<file path="src/rtl/scan_pkg.sv">
package scan_pkg;

    typedef enum logic {
        MODE_SCAN    = 1'b0,
        MODE_CAPTURE = 1'b1
    } scan_mode_e;

    function automatic scan_mode_e decode_mode(input logic tc);
        return tc ? MODE_CAPTURE : MODE_SCAN;
    endfunction

endpackage

</file>
<file path="src/rtl/scan_cell.sv">
module scan_cell
    import scan_pkg::*;
(
    input  logic       clk,
    input  logic       rst,
    input  scan_mode_e mode,
    input  logic       d,
    input  logic       sd,
    output logic       q
);

    always_ff @(posedge clk) begin
        if (rst) begin
            q <= 1'b0;
        end else begin
            unique case (mode)
                MODE_CAPTURE: q <= d;
                MODE_SCAN:    q <= sd;
                default:      q <= d;
            endcase
        end
    end

endmodule

</file>
<file path="src/rtl/scan_chain.sv">
module scan_chain
    import scan_pkg::*;
#(
    parameter int LEN = 4
) (
    input  logic           clk,
    input  logic           rst,
    input  scan_mode_e     mode,
    input  logic [LEN-1:0] d,
    input  logic           si,
    output logic [LEN-1:0] q,
    output logic           so
);

    logic [LEN-1:0] sd_link;

    always_comb begin
        sd_link[0] = si;
        for (int i = 1; i < LEN; i++) begin
            sd_link[i] = q[i-1];
        end
    end

    for (genvar i = 0; i < LEN; i++) begin : g_cell
        scan_cell u_cell (
            .clk  (clk),
            .rst  (rst),
            .mode (mode),
            .d    (d[i]),
            .sd   (sd_link[i]),
            .q    (q[i])
        );
    end

    assign so = q[LEN-1];

    AST_SHIFT_HEAD: assert property (@(posedge clk) disable iff (rst)
        (mode == MODE_SCAN) |=> (q[0] == $past(si)));

    for (genvar i = 1; i < LEN; i++) begin : g_step_chk
        AST_SHIFT_STEP: assert property (@(posedge clk) disable iff (rst)
            (mode == MODE_SCAN) |=> (q[i] == $past(q[i-1])));
    end

endmodule

</file>
<file path="src/rtl/scan_pin_mux.sv">
module scan_pin_mux
    import scan_pkg::*;
#(
    parameter int NUM_PI = 4,
    parameter int NUM_PO = 4,
    parameter int NUM_CHAINS = 3
) (
    input  scan_mode_e            mode,
    input  logic [NUM_PI-1:0]     pi_pin,
    output logic [NUM_PI-1:0]     pi_func,
    output logic [NUM_CHAINS-1:0] chain_si,
    input  logic [NUM_CHAINS-1:0] chain_so,
    input  logic [NUM_PO-1:0]     po_func,
    output logic [NUM_PO-1:0]     po_pin
);

    always_comb begin
        pi_func  = pi_pin;
        chain_si = pi_pin[NUM_CHAINS-1:0];
        po_pin   = po_func;
        unique case (mode)
            MODE_SCAN:    po_pin[NUM_CHAINS-1:0] = chain_so;
            MODE_CAPTURE: po_pin[NUM_CHAINS-1:0] = po_func[NUM_CHAINS-1:0];
            default:      po_pin[NUM_CHAINS-1:0] = po_func[NUM_CHAINS-1:0];
        endcase
    end

endmodule

</file>
<file path="src/rtl/scan_bank.sv">
module scan_bank
    import scan_pkg::*;
#(
    parameter int NUM_CHAINS = 3,
    parameter int LEN_W = 8,
    parameter logic [NUM_CHAINS*LEN_W-1:0] CHAIN_LENS = {8'd2, 8'd3, 8'd4},
    parameter int NUM_PI = 4,
    parameter int NUM_PO = 4,
    localparam int NBITS = sum_lens(NUM_CHAINS)
) (
    input  logic              clk,
    input  logic              rst,
    input  logic              test_ctl,
    input  logic [NBITS-1:0]  func_d,
    output logic [NBITS-1:0]  q,
    input  logic [NUM_PI-1:0] pi_pin,
    output logic [NUM_PI-1:0] pi_func,
    input  logic [NUM_PO-1:0] po_func,
    output logic [NUM_PO-1:0] po_pin
);

    function automatic int len_of(input int k);
        return int'(CHAIN_LENS[k*LEN_W +: LEN_W]);
    endfunction

    function automatic int sum_lens(input int upto);
        int acc = 0;
        for (int j = 0; j < upto; j++) begin
            acc += int'(CHAIN_LENS[j*LEN_W +: LEN_W]);
        end
        return acc;
    endfunction

    scan_mode_e            mode;
    logic [NUM_CHAINS-1:0] chain_si;
    logic [NUM_CHAINS-1:0] chain_so;

    assign mode = decode_mode(test_ctl);

    for (genvar k = 0; k < NUM_CHAINS; k++) begin : g_chain
        localparam int L = len_of(k);
        localparam int O = sum_lens(k);

        scan_chain #(.LEN(L)) u_chain (
            .clk  (clk),
            .rst  (rst),
            .mode (mode),
            .d    (func_d[O +: L]),
            .si   (chain_si[k]),
            .q    (q[O +: L]),
            .so   (chain_so[k])
        );

        AST_SO_LAST: assert property (@(posedge clk) disable iff (rst)
            !test_ctl |-> (po_pin[k] == q[O+L-1]));
    end

    scan_pin_mux #(
        .NUM_PI     (NUM_PI),
        .NUM_PO     (NUM_PO),
        .NUM_CHAINS (NUM_CHAINS)
    ) u_pins (
        .mode     (mode),
        .pi_pin   (pi_pin),
        .pi_func  (pi_func),
        .chain_si (chain_si),
        .chain_so (chain_so),
        .po_func  (po_func),
        .po_pin   (po_pin)
    );

    AST_RESET_CLEAR: assert property (@(posedge clk)
        rst |=> (q == '0));

    AST_CAPTURE_LOAD: assert property (@(posedge clk) disable iff (rst)
        test_ctl |=> (q == $past(func_d)));

    AST_PO_NORMAL: assert property (@(posedge clk) disable iff (rst)
        test_ctl |-> (po_pin == po_func));

    AST_PI_PASS: assert property (@(posedge clk) disable iff (rst)
        pi_func == pi_pin);

endmodule

</file>
<file path="config.mk">
export PLATFORM = sky130hd
export DESIGN_NAME = scan_bank
export DESIGN_NICKNAME = d
export VERILOG_FILES = /design/src/rtl/scan_pkg.sv /design/src/rtl/scan_cell.sv /design/src/rtl/scan_chain.sv /design/src/rtl/scan_pin_mux.sv /design/src/rtl/scan_bank.sv
export SDC_FILE = /design/constraint.sdc
export NUM_CORES = 1
export LEC_CHECK = 0
export BUFFER_PORTS_ARGS = -buffer_cell sky130_fd_sc_hd__buf_2
export CORE_AREA = 10 10 47 49
export CTS_BUF_LIST = sky130_fd_sc_hd__clkbuf_4 sky130_fd_sc_hd__clkbuf_8
export CTS_CLUSTER_SIZE = 10
export DETAILED_ROUTE_END_ITERATION = 8
export DIE_AREA = 0 0 57 59
export PLACE_DENSITY = 0.78
export SLEW_MARGIN = 20
export SYNTH_ARGS = -nofsm -noshare
export SYNTH_HDL_FRONTEND = slang
export SYNTH_HIERARCHICAL = 1
export SYNTH_SLANG_ARGS = --single-unit
</file>
<file path="constraint.sdc">
create_clock -name clk -period 0.8 [get_ports clk]
set_input_delay 0.08 -clock clk [delete_from_list [all_inputs] [get_ports clk]]
set_output_delay 0.08 -clock clk [all_outputs]
set_load 0.01 [all_outputs]
</file>
==> reports/summary.txt, run 1 <==
status -> finished with violations
violated checks -> setup timing
biggest regs -> g_chain.u_chain/g_cell.u_cell/q: 9 flops
DRC violations left -> 0
RSZ-0062 raised after global routing -> true
grt total ovfl -> 0
Crit Path Class -> reg2out
Final Non-Filler Cells -> 85
post-CTS setup repair buffer count -> 0
# fillers -> 137
Crit path required time -> 0.72 ns
synth cell count leaders -> buf_4 (11), dfxtp_1 (9), mux2i_1 (9), nor2_1 (9), mux2_2 (3)
DR iter-0 viols -> 3
ys async rst share -> 0%
Yosys warnings -> 6
count leader, synth -> buf_4
ANT nets after route -> 0
Post-synth EDFFs -> 0
max reg flops -> 9
Leak -> 0.3415 nW
Yosys reg bits -> 9
Setup WS pre-CTS -> 0.000004552 ns
Max Cap Viol -> 0
wire per inst -> 12.76 um
clk root buf -> clkbuf_4
CTS sink count -> 9
post-synth top area share -> 42.86%
mean post-synth cell area -> 10.25 um^2
total iterations of the first detailed-routing run -> 4
Worst-path clk slew -> 0.06 ns
Initial Util -> 30.00%
row count -> 14
Hold Violations, Final -> 0
worst vdd ir -> 0.6934 mV
fin worst setup slack -> -0.2243 ns
syn_nets -> 61
first-pass GRT wire length -> 1.683 mm
Critical Path Sink Type -> output port
die width -> 57 um
vias in the first global route -> 397
crit-path max FO -> 2
cts bufs inserted -> 3
Tot GR Track Use -> 6.362%
synthesized area -> 420.4 um^2
H-tree depth -> 1
DIE AREA -> 3363 um^2
largest area contributor in the netlist -> dfxtp_1
FMAX -> 976.3 MHz
CTS tree -> done
initial antenna violation count -> 0
top post-synthesis cells by area -> dfxtp_1 (43%), mux2i_1 (21%), buf_4 (20%), nor2_1 (8.0%), mux2_2 (8.0%)
DRT Wirelength -> 1.085 mm
Max Slew Vio Count -> 0
Core Region -> 1401 um^2
largest net degree at the start of global routing -> 10
DR vias -> 370
startpoint class of the critical path -> flip-flop
GPL Wtd Cong -> 0.6338
hold_buf cts -> 0
ys flop type -> dfxtp_1
Slew HR -> 90.39%
Synth Instances -> 41
I/O pins -> 37
Area Overhead vs Synth -> 50.89%
fin crit share -> 128.0%
min-delay worst type -> in2reg
placed cells -> 81
worst path arrival time -> 0.94 ns
layout cells sized above 1 -> 69.57%
# setup viols final -> 3
Clock Latency Late Sink -> 0.25 ns
Max clock buf depth -> 2
Worst Tran Pin Value -> 0.1402 ns
Distinct cells, synth -> 5
DR vias/cell -> 4.353
Setup Skew -> 0.0001121 ns
number of diodes -> 0
Top reg by flops -> g_chain.u_chain/g_cell.u_cell/q
Die Ht -> 59 um
Final nets -> 90
power density over the cells -> 1749 nW/um^2
Period minus WS final -> 1.024 ns
sequential fraction of the synthesis area -> 42.86%
# port buffers -> 32
[what timing repair did]
item	CTS	global route
pin swaps	0	0
endpoints found under the setup margin	4	12
cloned	0	0
resized for setup	4	11
[where the power goes]
group,switching (mW),internal (mW),total [mW],leakage (nW)
Sequential,0.0165,0.481,0.498,0.0764
Clock,0.146,0.225,0.371,0.0184
Combinational,0.0974,0.143,0.241,0.247
[cells in the final DEF, fill, tap and decap left out]
master     n
buf_2     23
mux2i_1    9
nor2_1     9
buf_6      9
dfxtp_2    6
clkbuf_4   4
dfxtp_1    3
buf_4      3
mux2_2     3
[per-stage QoR]
stage / power, mW / utilization [%] / hold slack, ns / instance area, um^2 / TNS (ns)
floorplan: 0.6230 / - / 0.1524 / 420.4 / 0
global placement: 0.7004 / 38.57 / 0.1601 / 540.5 / 0
detailed placement: 0.7056 / 38.57 / 0.1601 / 540.5 / 0
CTS: 1.097 / 42.14 / 0.05831 / 590.6 / -0.6811
global route: 1.190 / 45.27 / 0.06810 / 634.4 / -0.9156
finish: 1.110 / 45.27 / 0.06275 / 634.4 / -0.6528
[worst paths after layout]
check	end	startpoint	cells after the start	slack [ns]
max	po_pin[2]	g_chain[2].u_chain/g_cell[1].u_cell/q	2	-0.22
max reg2reg	g_chain[1].u_chain/g_cell[2].u_cell/q	g_chain[1].u_chain/g_cell[1].u_cell/q	2	0.19
min reg2reg	g_chain[0].u_chain/g_cell[2].u_cell/q	g_chain[0].u_chain/g_cell[1].u_cell/q	2	0.50
min	g_chain[0].u_chain/g_cell[0].u_cell/q	func_d[0]	3	0.06
[layout make-up]
type	count	area (um^2)	share of cell area [%]
flip-flops and latches	9	187.7	29.59
clock buffers	4	30.03	4.734
repair buffers	35	239.0	37.67
well taps	16	20.02	3.156
multi-input cells	21	157.7	24.85
[worst max-delay path, stage by stage, from the launching register on]
cell     delay, ns
dfxtp_1       0.31
mux2_2        0.27
buf_6         0.12
[routing by layer]
layer | wire, um | vias up | track usage [%]
li1 | - | 182 | -
met1 | 468 | 160 | 6.318
met2 | 473 | 26 | 9.302
met3 | 139 | 2 | 4.721
met4 | 4 | 0 | 4.027
met5 | 0 | - | 0
[kinds of logic (layout without fill, tap and decap cells)]
logic type,Yosys count,after routing,synth area share (%)
simple gates,9,9,8.035
flops,9,9,42.86
buf+inv,11,39,19.64
mux,12,12,29.46
No activity file was read; power rests on OpenSTA's default activity.
==> run 2, diff against run 1 <==
==> constraint.sdc (replaced) <==
create_clock -name clk -period 0.8 [get_ports clk]
set_input_delay 0.08 -clock clk [delete_from_list [all_inputs] [get_ports clk]]
set_output_delay 0.08 -clock clk [all_outputs]
set_load 0.005 [all_outputs]
==> reports/summary.txt, run 2 (synthesis results as in run 1) <==
post-CTS setup repair buffer count -> 0
DRC violations left -> 0
Slew HR -> 90.58%
Die Ht -> 59 um
Final nets -> 90
DR vias/cell -> 4.188
startpoint class of the critical path -> flip-flop
max reg flops -> 9
clk root buf -> clkbuf_4
depth of the worst hold-timing path -> 3
Post-DP Area -> 540.5 um^2
Core Region -> 1401 um^2
# port buffers -> 32
ANT nets after route -> 0
Worst Tran Pin Value -> 0.1374 ns
# fillers -> 144
worst path arrival time -> 0.96 ns
RSZ-0062 raised after global routing -> true
layout cells sized above 1 -> 72.46%
Max Slew Vio Count -> 0
CP peak stage delay -> 0.32 ns
wire per inst -> 13.55 um
PostCTS Resize Cnt -> 1
DIE AREA -> 3363 um^2
largest net degree at the start of global routing -> 10
hold_sp -> func_d[2]
cell chain of the critical path -> mux2_4 > buf_6
# setup viols final -> 3
cts bufs inserted -> 3
status -> finished with violations
Power Total -> 1.087 mW
min-delay worst type -> in2reg
DRT Wirelength -> 1.152 mm
Critical Path Sink Type -> output port
grt total ovfl -> 0
initial antenna violation count -> 0
Critical R2R Capture -> g_chain[0].u_chain/g_cell[1].u_cell/q
Clock Latency Late Sink -> 0.26 ns
crit-path max FO -> 2
worst vdd ir -> 0.5936 mV
fin worst setup slack -> -0.2394 ns
fin area -> 613.1 um^2
Reg-to-Reg Start -> g_chain[0].u_chain/g_cell[0].u_cell/q
Period minus WS final -> 1.039 ns
most common cell after layout, fill and taps aside -> buf_2
vias in the first global route -> 383
Max Cap Viol -> 0
I/O pins -> 37
fin crit share -> 129.9%
Worst-path clk slew -> 0.06 ns
Reg2Reg Setup Slack -> 0.19 ns
number of diodes -> 0
hold_buf cts -> 0
Initial Util -> 30.00%
Max clock buf depth -> 2
Crit path required time -> 0.72 ns
DR iter-0 viols -> 4
commonest cells after routing, fill and taps aside -> buf_2 (28), mux2i_1 (9), nor2_1 (9)
hold endpoint -> g_chain[0].u_chain/g_cell[2].u_cell/q
Area Overhead vs Synth -> 45.83%
CTS tree -> done
Top reg by flops -> g_chain.u_chain/g_cell.u_cell/q
Setup Skew -> 0.0004314 ns
power density over the cells -> 1774 nW/um^2
row count -> 14
first-pass GRT wire length -> 1.676 mm
DR vias -> 356
CTS sink count -> 9
R2R depth -> 2
total iterations of the first detailed-routing run -> 4
biggest regs -> g_chain.u_chain/g_cell.u_cell/q: 9 flops
H-tree depth -> 1
Crit Path Class -> reg2out
CP max-delay cell -> dfxtp_2
violated checks -> setup timing
post-route core utilization -> 43.75%
FMAX -> 962.1 MHz
Tot GR Track Use -> 6.356%
die width -> 57 um
Hold Violations, Final -> 0
GPL Wtd Cong -> 0.6339
Leak -> 0.3428 nW
[run 2: critical path: cells and delay by family (launching register included)]
kind	cells	cell delay, ns
buf+inv	1	0.12
mux	1	0.27
flops	1	0.32
[run 2: worst max path at each step]
stage	to	slack, ns	cells past startpoint	from
4_1_cts	po_pin[0]	-0.23	2	g_chain[0].u_chain/g_cell[3].u_cell/q
6_report	po_pin[0]	-0.24	2	g_chain[0].u_chain/g_cell[3].u_cell/q
5_1_grt	po_pin[1]	-0.28	2	g_chain[1].u_chain/g_cell[2].u_cell/q
2_1_floorplan	po_pin[0]	0.18	1	g_chain[0].u_chain/g_cell[3].u_cell/q
3_5_place_dp	po_pin[2]	0.02	3	test_ctl
3_3_place_gp	po_pin[2]	0.04	3	test_ctl
[run 2: power breakdown]
part	total, mW	switching, mW	leakage, nW	internal, mW
combinational	0.207	0.0794	0.247	0.128
sequential	0.497	0.0145	0.0771	0.482
clock	0.383	0.157	0.0184	0.226
total	1.09	0.251	0.343	0.836
[run 2: layout make-up]
type | instances | area, um^2 | area share [%]
Timing Repair Buffer | 35 | 207.7 | 33.88
Multi-Input combinational cell | 21 | 165.2 | 26.94
Tap cell | 16 | 20.02 | 3.265
Sequential cell | 9 | 190.2 | 31.02
Clock buffer | 4 | 30.03 | 4.898
[run 2: per-stage QoR]
stage	TNS, ns	hold slack [ns]	std cells	worst slack [ns]
6_report	-0.6875	0.05360	85	-0.2394
5_1_grt	-0.8898	0.05550	85	-0.2773
4_1_cts	-0.6841	0.04635	85	-0.2327
3_5_place_dp	0	0.1601	81	0.02335
3_3_place_gp	0	0.1601	81	0.03617
2_1_floorplan	0	0.1524	41	0.1780
[run 2: per-layer routing]
metal	routed length [um]	track usage, %
met5	0	0
met4	0	4.027
met3	164	5.579
met2	543	9.302
met1	445	5.818
